### src/rtl/adc_rd_pkg.sv
package adc_rd_pkg;

    localparam int LEAD_BITS  = 8;
    localparam int DATA_BITS  = 14;
    localparam int SUB_BITS   = 2;
    localparam int FRAME_BITS = LEAD_BITS + DATA_BITS + SUB_BITS;

    typedef enum logic [1:0] {
        ST_IDLE  = 2'd0,
        ST_FRAME = 2'd1,
        ST_GAP   = 2'd2
    } rd_state_e;

    function automatic int ceil_div(input longint num, input longint den);
        return int'((num + den - 1) / den);
    endfunction

endpackage

### src/rtl/adc_bit_sync.sv
module adc_bit_sync #(
    parameter int STAGES = 2
) (
    input  logic clk,
    input  logic rst_n,
    input  logic din,
    output logic dout
);
    logic [STAGES-1:0] chain_q;

    generate
        for (genvar i = 0; i < STAGES; i++) begin : g_stage
            always_ff @(posedge clk or negedge rst_n) begin
                if (!rst_n) begin
                    chain_q[i] <= 1'b0;
                end else begin
                    if (i == 0) chain_q[i] <= din;
                    else        chain_q[i] <= chain_q[(i > 0) ? i - 1 : 0];
                end
            end
        end
    endgenerate

    assign dout = chain_q[STAGES-1];
endmodule

### src/rtl/adc_half_clamp.sv
module adc_half_clamp #(
    parameter int DIV_W    = 10,
    parameter int MIN_HALF = 21,
    parameter int MAX_HALF = 1000
) (
    input  logic [DIV_W-1:0] div_in,
    output logic [DIV_W-1:0] half_out
);
    localparam logic [DIV_W-1:0] LO = DIV_W'(MIN_HALF);
    localparam logic [DIV_W-1:0] HI = DIV_W'(MAX_HALF);

    always_comb begin
        if (div_in < LO)      half_out = LO;
        else if (div_in > HI) half_out = HI;
        else                  half_out = div_in;
    end
endmodule

### src/rtl/adc_frame_shift.sv
module adc_frame_shift
    import adc_rd_pkg::*;
(
    input  logic                 clk,
    input  logic                 rst_n,
    input  logic                 clr,
    input  logic                 shift_en,
    input  logic                 din,
    output logic [DATA_BITS-1:0] data,
    output logic [SUB_BITS-1:0]  sub,
    output logic                 lead_err
);
    logic [FRAME_BITS-1:0] sr_d, sr_q;

    always_comb begin
        sr_d = sr_q;
        if (clr)           sr_d = '0;
        else if (shift_en) sr_d = {sr_q[FRAME_BITS-2:0], din};
    end

    always_ff @(posedge clk or negedge rst_n) begin
        if (!rst_n) sr_q <= '0;
        else        sr_q <= sr_d;
    end

    assign sub      = sr_q[SUB_BITS-1:0];
    assign data     = sr_q[SUB_BITS +: DATA_BITS];
    assign lead_err = |sr_q[FRAME_BITS-1 -: LEAD_BITS];
endmodule

### src/rtl/adc_read_ctrl.sv
module adc_read_ctrl
    import adc_rd_pkg::*;
#(
    parameter int CLK_HZ      = 200_000_000,
    parameter int SCLK_MAX_HZ = 4_800_000,
    parameter int SCLK_MIN_HZ = 100_000,
    parameter int GAP_NS      = 50,
    parameter int DIV_W       = 10,
    parameter int CH_W        = 2,
    parameter int SYNC_STAGES = 2
) (
    input  logic                     clk,
    input  logic                     rst_n,
    input  logic                     start_req,
    input  logic [(1<<CH_W)*CH_W-1:0] ch_seq,
    input  logic [DIV_W-1:0]         sclk_div,
    input  logic                     adc_sdo,
    output logic                     adc_cs_n,
    output logic                     adc_sclk,
    output logic [CH_W-1:0]          mux_sel,
    output logic                     res_valid,
    output logic [13:0]              res_data,
    output logic [1:0]               res_sub,
    output logic [CH_W-1:0]          res_chan,
    output logic                     res_lead_err
);
    localparam int MIN_HALF = ceil_div(longint'(CLK_HZ), 2 * longint'(SCLK_MAX_HZ));
    localparam int MAX_HALF = CLK_HZ / (2 * SCLK_MIN_HZ);
    localparam int GAP_CYC  = ceil_div(longint'(CLK_HZ) * GAP_NS, 64'd1_000_000_000);
    localparam int GAP_W    = $clog2(GAP_CYC + 1);
    localparam int BIT_W    = $clog2(FRAME_BITS + 1);

    typedef struct packed {
        rd_state_e            st;
        logic                 cs_n;
        logic                 sclk;
        logic [DIV_W-1:0]     half;
        logic [DIV_W-1:0]     hcnt;
        logic [BIT_W-1:0]     nbits;
        logic [GAP_W-1:0]     gcnt;
        logic [CH_W-1:0]      mux;
        logic [CH_W-1:0]      mux_next;
        logic                 mux_pend;
        logic [CH_W-1:0]      slot;
        logic [CH_W-1:0]      conv_ch;
        logic                 valid;
        logic [DATA_BITS-1:0] data;
        logic [SUB_BITS-1:0]  sub;
        logic [CH_W-1:0]      chan;
        logic                 err;
    } ctl_t;

    ctl_t ctl_d, ctl_q;

    logic                 sdo_s;
    logic [DIV_W-1:0]     half_lim;
    logic                 sh_clr, sh_en;
    logic [DATA_BITS-1:0] fr_data;
    logic [SUB_BITS-1:0]  fr_sub;
    logic                 fr_err;

    adc_bit_sync #(.STAGES(SYNC_STAGES)) i_sync (
        .clk   (clk),
        .rst_n (rst_n),
        .din   (adc_sdo),
        .dout  (sdo_s)
    );

    adc_half_clamp #(
        .DIV_W    (DIV_W),
        .MIN_HALF (MIN_HALF),
        .MAX_HALF (MAX_HALF)
    ) i_clamp (
        .div_in   (sclk_div),
        .half_out (half_lim)
    );

    adc_frame_shift i_shift (
        .clk      (clk),
        .rst_n    (rst_n),
        .clr      (sh_clr),
        .shift_en (sh_en),
        .din      (sdo_s),
        .data     (fr_data),
        .sub      (fr_sub),
        .lead_err (fr_err)
    );

    always_comb begin
        ctl_d       = ctl_q;
        ctl_d.valid = 1'b0;
        sh_clr      = 1'b0;
        sh_en       = 1'b0;

        unique case (ctl_q.st)
            ST_IDLE: begin
                if (start_req) begin
                    ctl_d.st       = ST_FRAME;
                    ctl_d.cs_n     = 1'b0;
                    ctl_d.sclk     = 1'b0;
                    ctl_d.half     = half_lim;
                    ctl_d.hcnt     = '0;
                    ctl_d.nbits    = '0;
                    ctl_d.conv_ch  = ctl_q.mux;
                    ctl_d.mux_next = ch_seq[ctl_q.slot*CH_W +: CH_W];
                    ctl_d.mux_pend = 1'b1;
                    ctl_d.slot     = ctl_q.slot + 1'b1;
                    sh_clr         = 1'b1;
                end
            end
            ST_FRAME: begin
                if (ctl_q.mux_pend) begin
                    ctl_d.mux      = ctl_q.mux_next;
                    ctl_d.mux_pend = 1'b0;
                end
                if (ctl_q.hcnt == ctl_q.half - 1'b1) begin
                    ctl_d.hcnt = '0;
                    if (!ctl_q.sclk) begin
                        ctl_d.sclk  = 1'b1;
                        ctl_d.nbits = ctl_q.nbits + 1'b1;
                        sh_en       = 1'b1;
                    end else begin
                        ctl_d.sclk = 1'b0;
                        if (ctl_q.nbits == BIT_W'(FRAME_BITS)) begin
                            ctl_d.cs_n  = 1'b1;
                            ctl_d.st    = ST_GAP;
                            ctl_d.gcnt  = '0;
                            ctl_d.valid = 1'b1;
                            ctl_d.data  = fr_data;
                            ctl_d.sub   = fr_sub;
                            ctl_d.err   = fr_err;
                            ctl_d.chan  = ctl_q.conv_ch;
                        end
                    end
                end else begin
                    ctl_d.hcnt = ctl_q.hcnt + 1'b1;
                end
            end
            ST_GAP: begin
                if (ctl_q.gcnt == GAP_W'(GAP_CYC - 1)) ctl_d.st = ST_IDLE;
                else                                   ctl_d.gcnt = ctl_q.gcnt + 1'b1;
            end
            default: ctl_d.st = ST_IDLE;
        endcase
    end

    always_ff @(posedge clk or negedge rst_n) begin
        if (!rst_n) begin
            ctl_q      <= '0;
            ctl_q.st   <= ST_IDLE;
            ctl_q.cs_n <= 1'b1;
        end else begin
            ctl_q <= ctl_d;
        end
    end

    assign adc_cs_n     = ctl_q.cs_n;
    assign adc_sclk     = ctl_q.sclk;
    assign mux_sel      = ctl_q.mux;
    assign res_valid    = ctl_q.valid;
    assign res_data     = ctl_q.data;
    assign res_sub      = ctl_q.sub;
    assign res_chan     = ctl_q.chan;
    assign res_lead_err = ctl_q.err;
endmodule

### config.mk
export PLATFORM = sky130hd
export DESIGN_NAME = adc_read_ctrl
export DESIGN_NICKNAME = d
export VERILOG_FILES = /design/src/rtl/adc_rd_pkg.sv /design/src/rtl/adc_bit_sync.sv /design/src/rtl/adc_half_clamp.sv /design/src/rtl/adc_frame_shift.sv /design/src/rtl/adc_read_ctrl.sv
export SDC_FILE = /design/constraint.sdc
export NUM_CORES = 1
export LEC_CHECK = 0
export ABC_AREA = 1
export BUFFER_PORTS_ARGS = -buffer_cell sky130_fd_sc_hd__buf_2
export CAP_MARGIN = 20
export CORE_UTILIZATION = 40
export DETAILED_ROUTE_END_ITERATION = 7
export SYNTH_ARGS = -nofsm -noshare
export SYNTH_HDL_FRONTEND = slang
export SYNTH_SLANG_ARGS = --single-unit
### constraint.sdc
create_clock -name clk -period 2.2 [get_ports clk]
set_input_delay 0.11 -clock clk [delete_from_list [all_inputs] [get_ports clk]]
set_output_delay 0.11 -clock clk [all_outputs]
set_load 0.1 [all_outputs]
# ---- Word-level counts from Yosys, hierarchy flattened
# Index checks and enable logic that the tools add are counted.
dict set report op_classes {
  n_eq_ne 12
  add_sub_neg 5
  magnitude_cmp 2
  shifts 1
  mux 30
  reduce_logical 14
}
# op n
set ops {}
lappend ops {{$mux 20} 4}
lappend ops {{$mux 24} 2}
lappend ops {{$mux 10} 3}
lappend ops {{$pmux 15 s2} 1}
lappend ops {{$mux 29} 1}
lappend ops {{$mux 4} 4}
lappend ops {{$reduce_and 5->1} 3}
lappend ops {{$ne 2x2->1 const B} 7}
lappend ops {{$add 10x1->10 const B} 1}
lappend ops {{$eq 10x10->1} 1}
lappend ops {{$gt 10x10->1 const B} 1}
lappend ops {{$lt 10x5->1 const B} 1}
lappend ops {{$mux 5} 2}
lappend ops {{$sub 10x1->10 const B} 1}
lappend ops {{$mux 9} 1}
lappend ops {{$pmux 4 s2} 1}
lappend ops {{$reduce_and 4->1} 2}
lappend ops {{$reduce_or 8->1} 1}
lappend ops {{$shiftx 8x4->2} 1}
lappend ops {{$mux 3} 2}
lappend ops {{$pmux 2 s3} 1}
lappend ops {{$reduce_and 2->1} 3}
lappend ops {{$reduce_bool 2->1} 3}
lappend ops {{$add 5x1->5 const B} 1}
lappend ops {{other kinds (12)} 16}
dict set report totals {
  out_inout_bits 24
  regBits 88
  inputBits 22
}

# ---- Longest topological paths before layout
# Gate-level depths: netlist of the first run.
dict set report depth {
  depth_word 6
  depth_mapped 16
  mapped_depth_nobuf 15
}

# ---- By module
# Synthesis of the first run repeated with hierarchy kept, for this count alone.
dict set report hier_totals {
  cells_unflattened 592
  area_unflattened_um2 4667.0
}
# module area_per_inst_um2 seq_area_each_um2 cells_per_inst instances
set modules_own_cells {}
lappend modules_own_cells {adc_read_ctrl 3304.4 1552.7 421 1}
lappend modules_own_cells {adc_frame_shift 1146.1 600.6 132 1}
lappend modules_own_cells {adc_half_clamp 166.4 0.0 37 1}
lappend modules_own_cells {adc_bit_sync 50.0 50.0 2 1}

# ---- Worst setup path before layout of the first run
# OpenSTA, ideal clock, no wires.
dict set report synth_timing {
  path_type {flip-flop to flip-flop}
  startpoint {register ctl_q[48] in the netlist's numbering}
  endpoint {register ctl_q (netlist bit res_lead_err)}
  path_buffers 2
  stages_incl_launch_ff 16
  synth_period_minus_slack_ns 2.002
  arrival_time_ns 1.882
  setup_slack_ns 0.198
  cell_sequence {dfrtp_1 inv_1 ha_1 buf_2 nand2_1 inv_1 nand2_1 nand3_1 nand2_1 a21oi_1 nand3_1 nor2_2 nand3_4 buf_6 nand2_1 nand2_1}
}
dict set report synth_via {
  elab_chain_cells 3
}
# element line_no
set synth_rtl {}
lappend synth_rtl {{start, declared} adc_read_ctrl.sv:53} ;# ctl_t ctl_d, ctl_q;
lappend synth_rtl {{start signal, assigned} adc_read_ctrl.sv:153} ;# ctl_q <= ctl_d;
lappend synth_rtl {{$sub 10x1->10} adc_read_ctrl.sv:116} ;# if (ctl_q.hcnt == ctl_q.half - 1'b1) begin
lappend synth_rtl {{$eq 10x10->1} adc_read_ctrl.sv:116}
lappend synth_rtl {{$reduce_and 4->1 (no line)} --}
# Every way passes these cells.
# A chain may end at the register's enable or synchronous reset.

# ---- Final worst setup path of the first run
dict set report layout_timing {
  startpoint {register ctl_q[49] in the netlist's numbering}
  endpoint {register i_shift.sr_q[15]}
}
dict set report layout_via {
  elab_chain_cells 5
}
# element line_no
set layout_rtl {}
lappend layout_rtl {{$sub 10x1->10} adc_read_ctrl.sv:116}
lappend layout_rtl {{$eq 10x10->1} adc_read_ctrl.sv:116}
lappend layout_rtl {{$mux 1} adc_read_ctrl.sv:116}
lappend layout_rtl {{$mux 1} adc_read_ctrl.sv:95} ;# unique case (ctl_q.st)
lappend layout_rtl {{$reduce_bool 2->1 (no line)} --}
lappend layout_rtl {{end signal, assigned} adc_frame_shift.sv:23} ;# else sr_q <= sr_d;
lappend layout_rtl {{end, declared} adc_frame_shift.sv:13} ;# logic [FRAME_BITS-1:0] sr_d, sr_q;
# Every way passes these cells.

==> impl_metrics.json, run 1 <==
{
  "crit_path_cell_trace": "inv_2, ha_4, xor2_2, nand2_1, nor2_1, nand3_1, nor3_4, nand2_2, nand2_4, nand2_4, buf_12, nand2_1, o21ai_2",
  "combPwrFrac_pct": 38.2,
  "die_y_um": 110,
  "fillers": 1106,
  "worstHoldStart": "sclk_div[9]",
  "reg2reg_depth": 13,
  "tightest_slew_ns": 0.660,
  "gp_congestion": 0.897,
  "dp_hpwl_um": 6820,
  "io_buffers": 45,
  "nets": 625,
  "cts_tree": "done",
  "hold_path_depth": 3,
  "drtAntennaViolNets": 0,
  "crit_family": "simple AND/OR/NAND/NOR gates",
  "critPathArrivalTime_ns": 2.30,
  "grt-ovfl-total": 0,
  "final_util_pct": 46.7,
  "finalCritPeriodShare_pct": 93.6,
  "syn_area_per_cell_um2": 8.29,
  "dieArea_um2": 12100,
  "die_x_um": 110,
  "root_buffer": "clkbuf_16",
  "synth.distinct_cells": 34,
  "timing.fmax_mhz": 486,
  "startpoint_type": "flop",
  "status": "finished, final reports clean",
  "ys.flop_type": "dfrtp_1",
  "switching_power_uw": 2600,
  "slew_headroom_pct": 56.0,
  "cts_max_level": 3,
  "finalPower_uw": 6110,
  "postSynth.asyncResetShare_pct": 100,
  "syn_area_um2": 4660,
  "dpl_worst_slack_ns": 0.0367,
  "placed_cells": 724,
  "pwr-share-seq_pct": 37.6,
  "drive_above_1_share_pct": 21.9,
  "clk_path_buf_depth": 2,
  "via_count": 3728,
  "ir_worst_vdd_mv": 0.525,
  "p_leak_uw": 0.00269,
  "antenna_found_initial": 0,
  "finalHoldViolations": 0,
  "post-route-min-period_ns": 2.06,
  "syn_nets": 590,
  "timing.hold.ws_ns": 0.0191,
  "drtIter0Drc": 203,
  "synthCells": 562,
  "clkLatencyLatePin_ns": 0.34,
  "wl_per_cell_um": 13.0,
  "p_clk_share_pct": 24.2,
  "clkSlewWorstSetupHoldPaths_ns": 0.07,
  "worst_slack_ns": 0.142,
  "p_per_area_nw_per_um2": 1150,
  "grt_pass1_wl_um": 16400,
  "end_kind": "flop",
  "drt-pass1-iter-count": 4,
  "cap_viol_max_count": 0,
  "ys_ff_latch": 88,
  "numCtsBuffers": 9,
  "crit_buf_inv": 2,
  "remaining_drc_errors": 0,
  "start_util_pct": 41.0,
  "grt_pass1_vias": 3496,
  "grt_max_degree": 52,
  "grt_usage_pct": 17.8,
  "instances_no_fill": 745,
  "worstPathRequired_ns": 2.44,
  "wl_um": 9710,
  "core-area_um2": 11400,
  "swShare_pct": 42.6,
  "num_io_pins": 46,
  "antenna_cells": 0,
  "synth_edf_count": 0,
  "intPower_uw": 3500,
  "area_growth_pct": 14.0,
  "maxSlewViolCount": 0,
  "cp_max_fo": 26,
  "setup_violations": 0,
  "reg2reg_slack_ns": 0.14,
  "vias_per_cell": 5.00,
  "seq_area_frac_synth_pct": 47.3,
  "fin_skew_ns": 0.00770,
  "min_to": "ctl_q[57]$_DFFE_PN0P_",
  "rows": 39,
  "critPathKind": "reg -> reg",
  "cts_num_sinks": 88,
  "r2r_end": "i_shift.sr_q[15]$_DFFE_PN0P_",
  "crit_slowest_cell": "dfrtp_1",
  "hold_path.class": "in -> reg",
  "yosysWarnings": 0,
  "critPathMaxStageDelay_ns": 0.39,
  "reg2reg_from": "ctl_q[49]$_DFFE_PN0P_"
}
## cells by family (layout without fill, tap and decap cells)
kind of cell	after synthesis	in the layout	share of synthesized area (%)
flops	88	88	47.3
xor+xnor	16	16	3.01
fa+ha+maj	6	6	1.61
compound gates	61	61	8.89
buf+inv	79	119	9.40
simple gates	312	312	29.8
## state kept, by name, indices dropped and copies added, names as in the netlist, 2 cells and up
| name | count |
|---|---|
| ctl_q | 38 |
| i_shift.sr_q | 24 |
| res_data | 14 |
| mux_sel | 2 |
| res_chan | 2 |
| res_sub | 2 |
## layer usage
metal	GRT usage (%)	vias to the layer above	wire length, um
met5	0	-	0
met4	5.81	0	124
met3	4.21	11	377
met2	27.1	60	4430
met1	24.8	1794	4780
li1	-	1863	-
## power groups by stage
stage               registers (uW)  clock network [uW]  logic (uW)
CTS                           2290                1520        2240
floorplan                     2340                   0        1680
global placement              2310                   0        2180
finish                        2290                1480        2330
global route                  2340                1580        2630
detailed placement            2310                   0        2230
## cells in the mapped netlist (3+ instances only)
| cell type | number | share of area, % |
|---|---|---|
| nor2_2 | 3 | 0.40 |
| nor2_1 | 38 | 3.1 |
| inv_1 | 41 | 3.3 |
| o21ai_2 | 25 | 4.7 |
| nand2_2 | 7 | 0.94 |
| nand3_1 | 52 | 5.6 |
| buf_4 | 21 | 3.4 |
| dfrtp_1 | 87 | 47 |
| nand4_1 | 8 | 1.1 |
| clkbuf_1 | 5 | 0.40 |
| buf_6 | 8 | 1.9 |
| nor3_1 | 5 | 0.54 |
| a21oi_1 | 15 | 1.6 |
| xor2_1 | 15 | 2.8 |
| ha_1 | 6 | 1.6 |
| nor2_4 | 4 | 0.97 |
| nand2_1 | 180 | 14 |
| nor4_1 | 5 | 0.67 |
| o21ai_0 | 16 | 1.7 |
## worst max-delay path by stage
stage                               start                      endpoint  cells past startpoint  slack [ns]
floorplan           ctl_q[48]$_DFFE_PN0P_      res_lead_err$_DFFE_PN0P_                     15        0.20
global placement    ctl_q[49]$_DFFE_PN0P_         ctl_q[31]$_DFFE_PN0P_                     15        0.09
detailed placement  ctl_q[49]$_DFFE_PN0P_         ctl_q[32]$_DFFE_PN0P_                     15        0.04
CTS                 ctl_q[49]$_DFFE_PN0P_         ctl_q[32]$_DFFE_PN0P_                     15        0.02
finish              ctl_q[49]$_DFFE_PN0P_  i_shift.sr_q[15]$_DFFE_PN0P_                     13        0.14
global route        ctl_q[49]$_DFFE_PN0P_         ctl_q[32]$_DFFE_PN0P_                     15       -0.01
## area by class of cell
| class | instances | area (um2) | share of cell area, % |
|---|---|---|---|
| repair buffers | 60 | 410 | 7.73 |
| clock inverters | 6 | 52.6 | 0.989 |
| well taps | 143 | 179 | 3.37 |
| inverters | 43 | 161 | 3.04 |
| multi-input cells | 395 | 2070 | 38.9 |
| flip-flops and latches | 88 | 2200 | 41.5 |
| clock buffers | 10 | 239 | 4.50 |
## cell usage in the layout (no fill, tap or decap), drive strengths merged
cell         count
o32ai            2
o22ai            1
nand3           53
nor3             6
and2             1
dlygate4sd3      3
inv             45
dfrtp           87
dfstp            1
buf             57
xnor2            1
or2              2
nor4             5
o21ai           41
ha               6
nor2            45
clkinvlp         2
a31o             1
clkbuf          10
nand2          189
a21oi           15
nand4            8
nand3b           1
nor3b            2
o21a             1
clkinv           2
xor2            15
## worst register-to-register path: cells and delay by family, from the launching register on
family | cells | cell delay [ns]
buffers and inverters | 2 | 0.26
adder cells (fa/ha/maj) | 1 | 0.21
AND/OR/NAND/NOR | 8 | 0.89
AO/OA/AOI/OAI | 1 | 0.05
XOR/XNOR | 1 | 0.16
flip-flops | 1 | 0.39
## metrics by stage
stage	TNS, ns	instance area (um2)
after floorplan	0	4660
after global placement	0	4930
after detailed placement	0	4930
after CTS	0	5260
after global routing	-0.0259	5310
final	0	5310
## timing repair
action / CTS / global route
hold buffers: 3 / 0
gates resized for setup: 0 / 11
setup buffers: 0 / 2
endpoints found under the setup margin: 0 / 62
hold endpoints to repair: 51 / 0
Note: power is estimated with default switching activity, not from simulation.
==> inputs of run 2 (changes only) <==
==> constraint.sdc (replaced) <==
create_clock -name clk -period 2.6 [get_ports clk]
set_input_delay 0.13 -clock clk [delete_from_list [all_inputs] [get_ports clk]]
set_output_delay 0.13 -clock clk [all_outputs]
set_load 0.1 [all_outputs]
==> run 2 against run 1 <==
Against the previous run: first-iteration DRC count grew 36%; utilization decreased by 1.0 points; clock power fell by 9%; clock skew increased by 0.0020 ns; wire length rose by 1.6%; global-route usage shrank 0.26 points.
==> impl_metrics.json, run 2 (synthesized netlist as in run 1, its figures left out) <==
{
  "numCtsBuffers": 9,
  "timing.fmax_mhz": 422,
  "area_growth_pct": 11.5,
  "critPathArrivalTime_ns": 2.60,
  "root_buffer": "clkbuf_16",
  "setup_violations": 0,
  "tightest_slew_ns": 0.533,
  "slew_headroom_pct": 64.2,
  "drtIter0Drc": 277,
  "fillers": 1104,
  "post-route-min-period_ns": 2.37,
  "worstPathRequired_ns": 2.83,
  "worstHoldStart": "sclk_div[8]",
  "clkSlewWorstSetupHoldPaths_ns": 0.06,
  "maxSlewViolCount": 0,
  "min_to": "ctl_q[56]$_DFFE_PN0P_",
  "cp_common_cell": "nand2_1",
  "end_kind": "flop",
  "remaining_drc_errors": 0,
  "core-area_um2": 11400,
  "reg2reg_slack_ns": 0.23,
  "grt-ovfl-total": 0,
  "cts_setup_buffers": 0,
  "startpoint_type": "flop",
  "finalHoldViolations": 0,
  "ff_latch_area_um2": 2200,
  "dp_hpwl_um": 6730,
  "cap_viol_max_count": 0,
  "p_per_area_nw_per_um2": 986,
  "reg2reg_from": "ctl_q[48]$_DFFE_PN0P_",
  "largest_register_ffs": 38,
  "grt_pass1_wl_um": 16300,
  "layout_common_cells": "nand2_1 (180), dfrtp_1 (87), nand3_1 (52)",
  "drtAntennaViolNets": 0,
  "hold_path.class": "in -> reg",
  "critPathLaunch": "ctl_q[48]$_DFFE_PN0P_",
  "drt-pass1-iter-count": 4,
  "grt_pass1_vias": 3435,
  "grt_max_degree": 55,
  "final_common_cell": "nand2_1",
  "grt_usage_pct": 17.5,
  "instances_no_fill": 738,
  "start_util_pct": 41.0,
  "placed_cell_area_um2": 4860,
  "finalCritPeriodShare_pct": 91.1,
  "critPathKind": "reg -> reg",
  "crit_path_cell_trace": "inv_1, ha_2, xor2_1, nand2_1, nor3_1, nand3_1, nor2_2, nand3_2, nand2_1, nand2_1",
  "critPathMaxStageDelay_ns": 0.38,
  "rows": 39,
  "clk_path_buf_depth": 2,
  "r2r_end": "res_sub[0]$_DFFE_PN0P_",
  "wl_per_cell_um": 13.4,
  "drive_above_1_share_pct": 19.7,
  "regMostFlops": "ctl_q",
  "die_y_um": 110,
  "multi_input_area_um2": 2040,
  "via_count": 3614,
  "crit_buf_inv": 1,
  "cts_num_sinks": 88,
  "reg2reg_depth": 10,
  "rsz0062_at_grt": "no",
  "die_x_um": 110,
  "clkLatencyLatePin_ns": 0.34,
  "gp_congestion": 0.881,
  "nets": 618,
  "vias_per_cell": 4.90,
  "dieArea_um2": 12100,
  "p_leak_uw": 0.00265,
  "antenna_found_initial": 1,
  "wl_um": 9870,
  "cp_max_fo": 12,
  "hold_path_depth": 3,
  "status": "finished, final reports clean",
  "cts_tree": "done",
  "crit_slowest_cell": "dfrtp_1",
  "num_io_pins": 46,
  "ir_worst_vdd_mv": 0.438,
  "crit_family": "simple AND/OR/NAND/NOR gates",
  "cts_max_level": 3,
  "placed_cells": 719,
  "fin_area_um2": 5200,
  "fin_tns_setup_ns": 0,
  "fin_skew_ns": 0.00970,
  "antenna_cells": 0,
  "io_buffers": 45
}
==> run 2: changes by cell type in the layout (fill, tap and decap cells not counted), sizes merged <==
| cell | change |
|---|---|
| dlygate4sd3 | -1 |
| clkbuf | +1 |
| nand3 | +1 |
| bufinv | +1 |
| clkinv | -2 |
| buf | -7 |
==> run 2: stage by stage <==
step | hold WS (ns) | utilization (%) | power, uW | setup slack [ns]
3_5_place_dp | 0.118 | 42.7 | 3780 | 0.244
5_1_grt | 0.0432 | 45.7 | 5470 | 0.0200
6_report | 0.0272 | 45.7 | 5120 | 0.230
3_3_place_gp | 0.115 | 42.7 | 3750 | 0.357
4_1_cts | 0.0199 | 45.6 | 5130 | 0.228
2_1_floorplan | -0.166 | - | 3400 | 0.598
==> run 2: area by class of cell <==
class / count / share of cell area, %
tap: 143 / 3.44
clock buffer: 11 / 4.67
timing repair buffer: 52 / 5.97
sequential: 88 / 42.4
multi-input combinational: 396 / 39.2
clock inverter: 5 / 1.20
inverter: 43 / 3.11
==> run 2: worst max path at each step <==
stage               cells after the start                        to
floorplan                              15  res_lead_err$_DFFE_PN0P_
global placement                       14     ctl_q[30]$_DFFE_PN0P_
detailed placement                     14     ctl_q[31]$_DFFE_PN0P_
CTS                                    14     ctl_q[30]$_DFFE_PN0P_
global route                           13   res_data[2]$_DFFE_PN0P_
finish                                 10    res_sub[0]$_DFFE_PN0P_
==> run 2: where the power goes <==
group | switching [uW] | internal [uW]
Sequential | 299 | 1640
Combinational | 1290 | 556
Clock | 559 | 779
==> run 2: metal layers <==
| layer | track usage [%] | vias up | routed length (um) |
|---|---|---|---|
| met5 | 0 | - | 13 |
| met4 | 5.81 | 2 | 110 |
| met3 | 4.51 | 10 | 484 |
| met2 | 24.9 | 72 | 4280 |
| met1 | 25.7 | 1680 | 4980 |
| li1 | - | 1850 | - |
==> run 2: worst reg2reg max path, stage by stage (launching register included) <==
cell and delay (ns):
dfrtp_1 0.38, inv_1 0.16, ha_2 0.31, xor2_1 0.18, nand2_1 0.11, nor3_1 0.24, nand3_1 0.11, nor2_2 0.26
nand3_2 0.32, nand2_1 0.14, nand2_1 0.06
==> run 2: repair_timing <==
item | 4_1_cts | 5_1_grt
endpoints found under the setup margin | 0 | 14
resized for setup | 0 | 1
hold buffers | 2 | 0
hold endpoints to repair | 35 | 0
